===== config.mk =====
export PLATFORM = sky130hd
export DESIGN_NAME = xlat_walker
export DESIGN_NICKNAME = d
export VERILOG_FILES = /design/src/rtl/xw_pkg.sv /design/src/rtl/xw_entry_addr.sv /design/src/rtl/xw_entry_decode.sv /design/src/rtl/xlat_walker.sv
export SDC_FILE = /design/constraint.sdc
export NUM_CORES = 1
export LEC_CHECK = 0
export ABC_CLOCK_PERIOD_IN_PS = 1550
export CORE_MARGIN = 4
export CORE_UTILIZATION = 35
export CTS_CLUSTER_SIZE = 28
export DETAILED_ROUTE_END_ITERATION = 7
export PLACE_DENSITY = 0.82
export SLEW_MARGIN = 20
export SYNTH_ARGS = -nofsm -noshare
export SYNTH_HDL_FRONTEND = slang
export SYNTH_SLANG_ARGS = --single-unit

===== constraint.sdc =====
create_clock -name clk -period 1.55 [get_ports clk]
set_input_delay 0.2325 -clock clk [delete_from_list [all_inputs] [get_ports clk]]
set_output_delay 0.2325 -clock clk [all_outputs]
set_load 0.01 [all_outputs]

===== src/rtl/xw_pkg.sv =====
// Shared types and entry bit positions for the translation walker.
// Assumes 32-bit entries; bit positions are fixed by the table format.
package xw_pkg;
    typedef enum logic [1:0] {
        FLT_NONE  = 2'd0,
        FLT_TABLE = 2'd1,
        FLT_PAGE  = 2'd2,
        FLT_PROT  = 2'd3
    } flt_e;

    typedef enum logic [2:0] {
        ST_IDLE,
        ST_SEG,
        ST_PAGE,
        ST_WB,
        ST_DONE
    } st_e;

    localparam int SEG_VALID_BIT = 1;
    localparam int PG_VALID_BIT  = 0;
    localparam int RO_BIT        = 2;
    localparam int REF_BIT       = 3;
    localparam int MOD_BIT       = 4;
    localparam int NOCACHE_BIT   = 6;
endpackage


===== src/rtl/xw_entry_addr.sv =====
// Forms the byte address of a table entry from a frame number and an index.
// Assumes 4-byte entries and tables that fit inside one frame.
module xw_entry_addr #(
    parameter int ADDR_W = 32,
    parameter int OFFS_W = 12,
    parameter int IDX_W  = 10
) (
    input  logic [ADDR_W-OFFS_W-1:0] base_frame,
    input  logic [IDX_W-1:0]         index,
    output logic [ADDR_W-1:0]        entry_addr
);
    localparam int FRM_W = ADDR_W - OFFS_W;

    // frame base plus word-scaled index
    always_comb begin
        entry_addr = {base_frame, {OFFS_W{1'b0}}} + ADDR_W'({index, 2'b00});
    end
endmodule


===== src/rtl/xw_entry_decode.sv =====
// Decodes one table entry: frame, validity, write-permission error.
// When HAS_FLAGS is set, it also forms the entry with usage flags updated.
// Assumes the entry word is presented only while its ack is high.
module xw_entry_decode #(
    parameter int ADDR_W    = 32,
    parameter int OFFS_W    = 12,
    parameter int VALID_POS = 0,
    parameter bit HAS_FLAGS = 1'b0
) (
    input  logic [ADDR_W-1:0]        entry,
    input  logic                     is_write,
    output logic [ADDR_W-OFFS_W-1:0] frame,
    output logic                     valid,
    output logic                     prot_err,
    output logic [ADDR_W-1:0]        updated,
    output logic                     changed
);
    import xw_pkg::*;

    // field extraction and permission check
    always_comb begin
        frame    = entry[ADDR_W-1:OFFS_W];
        valid    = entry[VALID_POS];
        prot_err = is_write && entry[RO_BIT];
    end

    generate
        if (HAS_FLAGS) begin : g_flags
            // set the reference flag always, the modify flag on writes
            always_comb begin
                updated          = entry;
                updated[REF_BIT] = 1'b1;
                if (is_write) updated[MOD_BIT] = 1'b1;
                changed          = (updated != entry);
            end
        end else begin : g_noflags
            // top-level entries are never written back
            always_comb begin
                updated = entry;
                changed = 1'b0;
            end
        end
    endgenerate
endmodule


===== src/rtl/xlat_walker.sv =====
// Two-level translation walker. Reads the top-level entry, then the page
// entry, checks validity and write permission, writes back usage flags
// when they change, and reports a physical address or a fault kind.
// Assumes one outstanding memory transfer, with ack valid for one cycle.
module xlat_walker #(
    parameter int ADDR_W = 32,
    parameter int OFFS_W = 12,
    parameter int IDX_W  = 10
) (
    input  logic                     clk,
    input  logic                     rst_n,
    input  logic                     req_valid,
    output logic                     req_ready,
    input  logic [ADDR_W-1:0]        req_vaddr,
    input  logic                     req_super,
    input  logic                     req_write,
    input  logic [ADDR_W-OFFS_W-1:0] sup_root,
    input  logic [ADDR_W-OFFS_W-1:0] usr_root,
    output logic                     mem_req,
    output logic                     mem_we,
    output logic [ADDR_W-1:0]        mem_addr,
    output logic [ADDR_W-1:0]        mem_wdata,
    input  logic                     mem_ack,
    input  logic [ADDR_W-1:0]        mem_rdata,
    output logic                     rsp_done,
    output logic [1:0]               rsp_fault,
    output logic [ADDR_W-1:0]        rsp_paddr,
    output logic                     rsp_nocache,
    output logic [ADDR_W-1:0]        rsp_fault_va
);
    import xw_pkg::*;

    localparam int FRM_W = ADDR_W - OFFS_W;

    st_e               st;
    logic [ADDR_W-1:0] va_q;
    logic              wr_q;
    logic [FRM_W-1:0]  root_q;
    logic [FRM_W-1:0]  ptf_q;
    logic [ADDR_W-1:0] pa_q;
    logic              nc_q;
    logic [ADDR_W-1:0] wb_q;
    flt_e              flt_q;

    logic [IDX_W-1:0]  seg_idx, pg_idx;
    logic [ADDR_W-1:0] seg_addr, pg_addr;
    logic [FRM_W-1:0]  seg_frame, pg_frame;
    logic              seg_ok, seg_prot, pg_ok, pg_prot;
    logic [ADDR_W-1:0] seg_upd, pg_upd;
    logic              seg_chg, pg_chg;

    // split the latched virtual address into table indexes
    always_comb begin
        seg_idx = va_q[ADDR_W-1 -: IDX_W];
        pg_idx  = va_q[OFFS_W+IDX_W-1 -: IDX_W];
    end

    xw_entry_addr #(.ADDR_W(ADDR_W), .OFFS_W(OFFS_W), .IDX_W(IDX_W)) u_seg_addr (
        .base_frame(root_q), .index(seg_idx), .entry_addr(seg_addr)
    );

    xw_entry_addr #(.ADDR_W(ADDR_W), .OFFS_W(OFFS_W), .IDX_W(IDX_W)) u_pg_addr (
        .base_frame(ptf_q), .index(pg_idx), .entry_addr(pg_addr)
    );

    xw_entry_decode #(.ADDR_W(ADDR_W), .OFFS_W(OFFS_W),
                      .VALID_POS(SEG_VALID_BIT), .HAS_FLAGS(1'b0)) u_seg_dec (
        .entry(mem_rdata), .is_write(wr_q), .frame(seg_frame), .valid(seg_ok),
        .prot_err(seg_prot), .updated(seg_upd), .changed(seg_chg)
    );

    xw_entry_decode #(.ADDR_W(ADDR_W), .OFFS_W(OFFS_W),
                      .VALID_POS(PG_VALID_BIT), .HAS_FLAGS(1'b1)) u_pg_dec (
        .entry(mem_rdata), .is_write(wr_q), .frame(pg_frame), .valid(pg_ok),
        .prot_err(pg_prot), .updated(pg_upd), .changed(pg_chg)
    );

    // walk sequencing, result capture and fault classification
    always_ff @(posedge clk) begin
        if (!rst_n) begin
            st     <= ST_IDLE;
            va_q   <= '0;
            wr_q   <= 1'b0;
            root_q <= '0;
            ptf_q  <= '0;
            pa_q   <= '0;
            nc_q   <= 1'b0;
            wb_q   <= '0;
            flt_q  <= FLT_NONE;
        end else begin
            unique case (st)
                ST_IDLE: if (req_valid) begin
                    va_q   <= req_vaddr;
                    wr_q   <= req_write;
                    root_q <= req_super ? sup_root : usr_root;
                    flt_q  <= FLT_NONE;
                    st     <= ST_SEG;
                end
                ST_SEG: if (mem_ack) begin
                    if (!seg_ok) begin
                        flt_q <= FLT_TABLE;
                        st    <= ST_DONE;
                    end else if (seg_prot) begin
                        flt_q <= FLT_PROT;
                        st    <= ST_DONE;
                    end else begin
                        ptf_q <= seg_frame;
                        st    <= ST_PAGE;
                    end
                end
                ST_PAGE: if (mem_ack) begin
                    if (!pg_ok) begin
                        flt_q <= FLT_PAGE;
                        st    <= ST_DONE;
                    end else if (pg_prot) begin
                        flt_q <= FLT_PROT;
                        st    <= ST_DONE;
                    end else begin
                        pa_q <= {pg_frame, va_q[OFFS_W-1:0]};
                        nc_q <= mem_rdata[NOCACHE_BIT];
                        wb_q <= pg_upd;
                        st   <= pg_chg ? ST_WB : ST_DONE;
                    end
                end
                ST_WB: if (mem_ack) st <= ST_DONE;
                ST_DONE: st <= ST_IDLE;
                default: st <= ST_IDLE;
            endcase
        end
    end

    // memory port driven from the walk state
    always_comb begin
        mem_req  = (st == ST_SEG) || (st == ST_PAGE) || (st == ST_WB);
        mem_we   = (st == ST_WB);
        mem_addr = (st == ST_SEG) ? seg_addr : pg_addr;
        mem_wdata = wb_q;
    end

    // response outputs
    always_comb begin
        req_ready    = (st == ST_IDLE);
        rsp_done     = (st == ST_DONE);
        rsp_fault    = flt_q;
        rsp_paddr    = pa_q;
        rsp_nocache  = nc_q;
        rsp_fault_va = va_q;
    end
endmodule


# Word level (Yosys, flattened, before mapping)
# Index checks and enable logic that the tools add are counted.
# Widths: inputs -> output; s select.
# op_classes
bitwise	1
n_reduce_logical	10
muxes	20
n_addsub	2
eq_ne	9
# ops
cell	n
$add 32x12->32	2
$mux 32	1
$mux 3	9
$mux 20	1
$reduce_and 4->1	4
$mux 2	6
$pmux 3 s4	1
$eq 3x2->1 const B	2
$ne 2x2->1 const B	3
$pmux 2 s3	1
$eq 3x1->1 const B	1
$eq 3x3->1 const B	1
$logic_not 3->1	1
$reduce_bool 3->1	1
$logic_or 1x1->1	2
$ne 2x1->1 const B	1
$ne 2x2->1	1
$reduce_and 2->1	1
$logic_and 1x1->1	1
$mux 1	1
$not 1->1	1
# word_totals
in_bits	110
ff_bits	143
word_cells	51

# Logic depth before layout (Yosys ltp)
# Gate-level depths: netlist of the first run.
# depth
depth_word	7
depth_mapped	7

# Cells and area by module
# From an unflattened synthesis of the first run, not the netlist that was laid out.
# unflattened
hier_cells	848
area_unflattened_um2	7383.3
# modules_own_cells
module	instances	area_each_um2	cells_per_inst
xlat_walker	1	6063.3	669
xw_entry_addr	2	244.0	33
xw_entry_decode at u_pg_dec	1	416.6	57
xw_entry_decode at u_seg_dec	1	415.4	56

# Worst setup path before layout of the first run
# No wires, ideal clock.
# synth_path
path_type	register to output
startpoint	register st[1]
endpoint	output port mem_addr[10]
path_buffers	2
path_stages_with_launch	5
required_time_ns	1.317
setup_slack_ns	0.031
arrival_ns	1.287
path_cell_list	dfxtp_1 -> buf_2 -> nor3b_2 -> buf_2 -> mux2_2
# synth_via
elab_chain_len	2
# synth_lines
item	line	text
from (decl)	xlat_walker.sv:35	st_e st;
from (signal assigned)	xlat_walker.sv:122	st <= pg_chg ? ST_WB : ST_DONE;
$eq 3x1->1	xlat_walker.sv:136	mem_addr = (st == ST_SEG) ? seg_addr : pg_addr;
$mux 32	xlat_walker.sv:136	
to (decl)	xlat_walker.sv:21	output logic [ADDR_W-1:0] mem_addr,
# Every way passes these cells.

# Worst setup path after layout of the first run
# layout_path
startpoint	register st[2]
endpoint	output port mem_addr[2]
# Same word-level chain as after synthesis.

==> impl_metrics.py, run 1 <==
metrics = {
    "floorplan": {
        "fp.dieArea_mm2": 0.0177,
        "num_rows": 45,
        "dieWidth_um": 133,
        "num_io_pins": 245,
        "core_area_mm2": 0.0153,
        "die_y_um": 133,
        "start_util": 0.359,
    },
    "clock_tree": {
        "path_clk_slew_ns": 0.06,
        "cts_buffer_depth": 2,
        "root_buffer": "clkbuf_16",
        "clock_sinks": 121,
        "cts_buffers": 17,
        "hold_buffers": 0,
        "cts_tree": "yes",
        "htree_levels": 4,
        "clk_latency_ns": 0.41,
    },
    "power_and_ir_drop": {
        "p_comb_frac": 0.222,
        "internal_power_mw": 6.72,
        "p_leak_nw": 4.27,
        "ir_drop_mv": 0.717,
        "p_sw_mw": 2.56,
        "powerDensity_mw_per_mm2": 1060,
        "p_sw_frac": 0.276,
        "clock_power_share": 0.402,
        "p_seq_frac": 0.376,
    },
    "synthesis": {
        "syn_area_mm2": 0.00548,
        "synthCells": 630,
        "yosys_warnings": 0,
        "yosysSeqAreaShare": 0.442,
        "synth_top_area_share": 0.442,
        "async_reset_ff_frac": 0,
        "ys_ff_latch": 121,
        "syn_area_per_cell_um2": 8.69,
        "synth_common_cells": "nand2_1 (196), dfxtp_1 (121), a21boi_1 (70)",
        "yosys-top-cells-area": "dfxtp_1 (44%), nand2_1 (13%), a21boi_1 (9.6%)",
        "ys.flop_type": "dfxtp_1",
        "ys_types": 41,
        "synth_most_common_cell": "nand2_1",
        "yosys.area.top_type": "dfxtp_1",
        "synth_edf_count": 0,
    },
    "sta": {
        "max_freq_mhz": 497,
        "fin_ws_ns": -0.463,
        "hold_violations": 0,
        "final_max_slew_viol_count": 0,
        "fin_crit_ns": 2.01,
        "finalClockSkew_ns": 0.00750,
        "rsz0062_at_grt": "yes",
        "fin_crit_sh": 1.30,
        "setup_violations": 52,
        "whs_ns": 0.215,
    },
    "grt": {
        "grt_pass1_wl_mm": 27.0,
        "antenna_found_initial": 0,
        "grt_max_degree": 60,
        "grt_pass1_vias": 4951,
        "grt_usage": 0.192,
        "overflow": 0,
    },
    "placed_design": {
        "pre_cts_slack_ns": -0.379,
        "portBuffers": 242,
        "dp.cells": 1032,
        "dpl.hpwl_mm": 12.4,
        "dpl-instance-area_mm2": 0.00801,
        "place.gp.congestion": 0.851,
    },
    "setup_path": {
        "crit_fanout": 5,
        "critPathMostFrequentCell": "buf_6",
        "critPathMaxStageDelay_ns": 0.33,
        "cp_cell_sequence": "nor3b_4 -> buf_6 -> buf_12 -> buf_6 -> mux2_4 -> buf_6",
        "cp.arrival_ns": 1.78,
        "crit_path_start_kind": "flop",
        "crit_path_end_kind": "output pin",
        "crit_family": "buffers and inverters",
        "crit_slowest_cell": "dfxtp_2",
        "worst-path-buf-inv": 4,
        "critPathRequiredTime_ns": 1.32,
        "path_class": "reg -> out",
    },
    "route": {
        "viasPerCell": 4.75,
        "vias": 5101,
        "drtPass1Iterations": 4,
        "wire_per_inst_um": 16.6,
        "finalWirelength_mm": 17.8,
        "drc": 0,
        "ant_nets": 0,
        "drtIter0Drc": 270,
    },
    "cells_and_area": {
        "layout-drive-gt1-share": 0.173,
        "final_net_count": 960,
        "antenna_cells": 0,
        "area_delta_synth_final_pct": 60.3,
        "fillCellCount": 1333,
        "final_cell_area_mm2": 0.00878,
        "fin_cells": 1074,
    },
    "outcome": {
        "outcome": "finished, violations left",
        "violations": "setup timing",
    },
    "worst_hold_path": {
        "worst_hold_path_type": "in -> reg",
    },
    "run": {
        "drv_cap": 0,
    },
}
layer usage:
metal,track usage,vias up,wire (um)
met2,0.324,165,8670
li1,-,2531,-
met5,0,-,0
met4,0.0646,0,286
met1,0.233,2386,7590
met3,0.0585,19,1230
timing repair:
action	in CTS	in global routing
buffers inserted	7	1
setup endpoints to repair	117	86
gates resized for setup	264	33
cloned	2	1
pin swaps	2	1
cells in the final DEF, fill, tap and decap left out, drive strengths merged, types with 3 or more instances in the layout:
master and count:
a21oi 4, dlymetal6s2s 17, a21boi 75, o21ai 25, clkinvlp 4, dfxtp 121, nand2 196, mux2i 21
clkbuf 20, nand3 21, o211a 20, clkinv 6, nor2 5, inv 4, clkdlybuf4s50 110, nand2b 3
buf 72, dlygate4sd2 81, mux2 31
stage by stage:
stage / setup TNS, ns / total power [mW] / util
finish: -12.75 / 9.28 / 0.575
global placement: -20.18 / 5.45 / 0.525
global route: -17.16 / 9.68 / 0.575
floorplan: 0 / 4.48 / -
CTS: -14.08 / 9.33 / 0.570
detailed placement: -25.67 / 5.47 / 0.525
cells by family after synthesis:
family / share of synthesized area
flip-flops: 0.442
AND/OR/NAND/NOR: 0.186
buffers and inverters: 0.0928
AO/OA/AOI/OAI: 0.176
multiplexers: 0.102
other: 0.000685
power groups by stage:
stage / logic [mW] / clock network [mW] / registers (mW)
floorplan: 0.957 / 0 / 3.53
global placement: 1.90 / 0 / 3.55
detailed placement: 1.93 / 0 / 3.55
CTS: 2.05 / 3.79 / 3.48
global route: 2.22 / 3.95 / 3.51
finish: 2.06 / 3.73 / 3.49
area by class of cell:
class	instances	area (um2)	share of cell area
well taps	211	264	0.0301
flip-flops and latches	121	2430	0.276
clock buffers	18	439	0.0500
repair buffers	283	2890	0.329
multi-input cells	426	2630	0.300
clock inverters	14	124	0.0141
inverters	1	3.75	0.000428
sequential cells by signal, summed over array words and instances (netlist names):
register and cells:
rsp_fault 2, st 3, wr_q 1, rsp_paddr 32, ptf_q 20, mem_wdata 11, root_q 20, rsp_fault_va 32
tightest hold or removal path, delay by kind of cell:
| kind | cells | cell delay, ns |
|---|---|---|
| and+or+nand+nor | 1 | 0.09 |
| buffers and inverters | 1 | 0.20 |
| AOI/OAI and AO/OA | 1 | 0.05 |
final timing paths:
path                                  start                   endpoint  slack, ns  cells after the start
setup / recovery         st[2]$_SDFFE_PN0P_                mem_addr[2]      -0.46                      6
hold / removal                        rst_n  rsp_fault[1]$_SDFFE_PN0P_       0.22                      3
setup reg to reg         st[2]$_SDFFE_PN0P_      ptf_q[1]$_SDFFE_PN0P_      -0.05                      9
hold reg to reg   mem_wdata[8]$_SDFFE_PN0P_  mem_wdata[8]$_SDFFE_PN0P_       0.45                      2
No activity file was read; power rests on OpenSTA's default activity.
==> run 2: changes to the inputs <==
--- a/config.mk
+++ b/config.mk
@@ -10,6 +10,7 @@
 export CORE_UTILIZATION = 35
 export CTS_CLUSTER_SIZE = 28
 export DETAILED_ROUTE_END_ITERATION = 7
+export GPL_ROUTABILITY_DRIVEN = 0
 export PLACE_DENSITY = 0.82
 export SLEW_MARGIN = 20
 export SYNTH_ARGS = -nofsm -noshare
==> results of run 2 <==
No change in the layout: final DEF, timing and power equal those of run 1.
==> run 3: changes to the inputs <==
--- a/config.mk
+++ b/config.mk
@@ -5,7 +5,7 @@
 export SDC_FILE = /design/constraint.sdc
 export NUM_CORES = 1
 export LEC_CHECK = 0
-export ABC_CLOCK_PERIOD_IN_PS = 1550
+export ABC_CLOCK_PERIOD_IN_PS = 1700
 export CORE_MARGIN = 4
 export CORE_UTILIZATION = 35
 export CTS_CLUSTER_SIZE = 28
==> constraint.sdc (replaced) <==
create_clock -name clk -period 1.7 [get_ports clk]
set_input_delay 0.255 -clock clk [delete_from_list [all_inputs] [get_ports clk]]
set_output_delay 0.255 -clock clk [all_outputs]
set_load 0.01 [all_outputs]
==> run 3 against run 2 <==
  * The flow still finishes with violations (setup timing)
  * Worst hold slack better by 0.13 ns
  * Clock skew about the same
  * Critical path depth down 1
  * Sequential power down 8.6%
  * Die area unchanged
  * Register-to-register slack better by 0.12 ns
  * Wire length down 3.0%
  * Setup slack better by 0.17 ns
  * Clock power up 1%
  * First-iteration DRC count down 7.0%
  * Critical path type unchanged
  * Largest cell class unchanged
  * Largest power group unchanged
  * Highest routed layer unchanged
==> impl_metrics.py, run 3 (synthesis gave the netlist of run 1 again) <==
metrics = {
    "power_and_ir_drop": {
        "ir_drop_mv": 0.638,
        "powerDensity_mw_per_mm2": 1000,
        "finalPower_mw": 8.87,
        "p_leak_nw": 3.60,
    },
    "cells_and_area": {
        "area_delta_synth_final_pct": 61.7,
        "layout-drive-gt1-share": 0.159,
        "antenna_cells": 0,
        "final_net_count": 951,
        "layout_commonest_cell": "clkdlybuf4s50_1",
        "layout_common_cells": "clkdlybuf4s50_1 (207), nand2_1 (196), dfxtp_1 (118), a21boi_1 (70), buf_6 (34)",
    },
    "placed_design": {
        "dpl.hpwl_mm": 12.4,
        "pre_cts_slack_ns": -0.267,
        "portBuffers": 242,
    },
    "clock_tree": {
        "clock_sinks": 121,
        "path_clk_slew_ns": 0.06,
        "root_buffer": "clkbuf_16",
        "cts_buffer_depth": 2,
        "cts_tree": "yes",
        "cts_buffers": 17,
        "hold_buffers": 0,
        "clk_latency_ns": 0.41,
        "htree_levels": 4,
    },
    "setup_path": {
        "critPathMaxStageDelay_ns": 0.34,
        "critPathMostFrequentCell": "buf_6",
        "cp_cell_sequence": "nor3b_4 -> buf_6 -> clkbuf_16 -> mux2_4 -> buf_6",
        "critPathRequiredTime_ns": 1.44,
        "crit_fanout": 5,
        "cp.arrival_ns": 1.73,
        "path_class": "reg -> out",
        "crit_slowest_cell": "dfxtp_2",
        "crit_path_end_kind": "output pin",
        "crit_path_start_kind": "flop",
    },
    "route": {
        "drc": 0,
        "finalWirelength_mm": 17.3,
        "viasPerCell": 4.73,
        "drtPass1Iterations": 4,
        "drtIter0Drc": 251,
        "ant_nets": 0,
        "wire_per_inst_um": 16.2,
        "vias": 5038,
    },
    "run": {
        "drv_cap": 0,
    },
    "sta": {
        "whs_ns": 0.348,
        "max_freq_mhz": 503,
        "fin_crit_sh": 1.17,
        "rsz0062_at_grt": "yes",
        "finalClockSkew_ns": 0.00781,
        "hold_violations": 0,
        "setup_violations": 30,
        "fin_ws_ns": -0.288,
        "fin_crit_ns": 1.99,
        "tns_ns": -8.02,
        "final_max_slew_viol_count": 0,
    },
    "floorplan": {
        "core_area_mm2": 0.0153,
        "num_io_pins": 245,
        "die_y_um": 133,
        "num_rows": 45,
        "fp.dieArea_mm2": 0.0177,
        "start_util": 0.359,
        "dieWidth_um": 133,
    },
    "grt": {
        "grt_max_degree": 82,
        "grt_pass1_wl_mm": 26.3,
        "grt_pass1_vias": 4988,
        "grt_usage": 0.186,
        "antenna_found_initial": 0,
        "overflow": 0,
    },
    "worst_hold_path": {
        "worst_hold_path_type": "in -> reg",
    },
    "outcome": {
        "outcome": "finished, violations left",
        "violations": "setup timing",
    },
}
## run 3: cell types whose count changed in the layout (fill, tap and decap cells not counted), moves of 3 or more
cell,change
dlygate4sd2_1,-78
bufinv_16,+3
clkdlybuf4s50_1,+97
dlymetal6s2s_1,-17
buf_4,-9
mux2_4,+15
mux2_2,-15
## run 3: critical path: cells and delay by family, from the launching register on
family / cells / cell delay (ns)
flops: 1 / 0.34
buf+inv: 3 / 0.44
mux: 1 / 0.30
simple gates: 1 / 0.23
## run 3: per-layer routing
| layer | vias to the layer above | GRT usage | routed length [um] |
|---|---|---|---|
| li1 | 2509 | - | - |
| met1 | 2308 | 0.220 | 7240 |
| met2 | 185 | 0.311 | 8430 |
| met3 | 36 | 0.0548 | 1070 |
| met4 | 0 | 0.0874 | 516 |
| met5 | - | 0 | 0 |
## run 3: through the flow
stage / util / cell area (um2) / instances
finish: 0.580 / 8860 / 1064
global route: 0.580 / 8860 / 1064
CTS: 0.564 / 8610 / 1062
detailed placement: 0.522 / 7960 / 1027
global placement: 0.522 / 7960 / 1027
floorplan: - / 5480 / 631
## run 3: power by group
| group | switching [mW] | internal (mW) |
|---|---|---|
| Combinational | 0.824 | 1.09 |
| Sequential | 0.156 | 3.04 |
| Clock | 1.31 | 2.45 |
| Total | 2.29 | 6.58 |
## run 3: path summary, 6_finish.rpt
path | start | to | slack (ns) | depth (start not counted)
min | rst_n | rsp_fault_va[1]$_SDFFE_PN0P_ | 0.35 | 3
max | st[2]$_SDFFE_PN0P_ | mem_addr[21] | -0.29 | 5
max reg2reg | st[2]$_SDFFE_PN0P_ | ptf_q[13]$_SDFFE_PN0P_ | 0.07 | 8
min reg2reg | rsp_paddr[7]$_SDFFE_PN0P_ | rsp_paddr[7]$_SDFFE_PN0P_ | 0.45 | 2
## run 3: cell type report
class                      count  area, um2
sequential                   121       2430
fill                        1306       6400
clock buffer                  17        425
clock inverter                14        198
inverter                       1       3.75
tap                          211        264
timing repair buffer         274       2860
multi-input combinational    426       2680
## run 3: timing repair
action | CTS | global route
gates cloned | 1 | 2
pin swaps | 1 | 1
setup buffers | 3 | 0
gates resized for setup | 48 | 153
endpoints found under the setup margin | 34 | 34
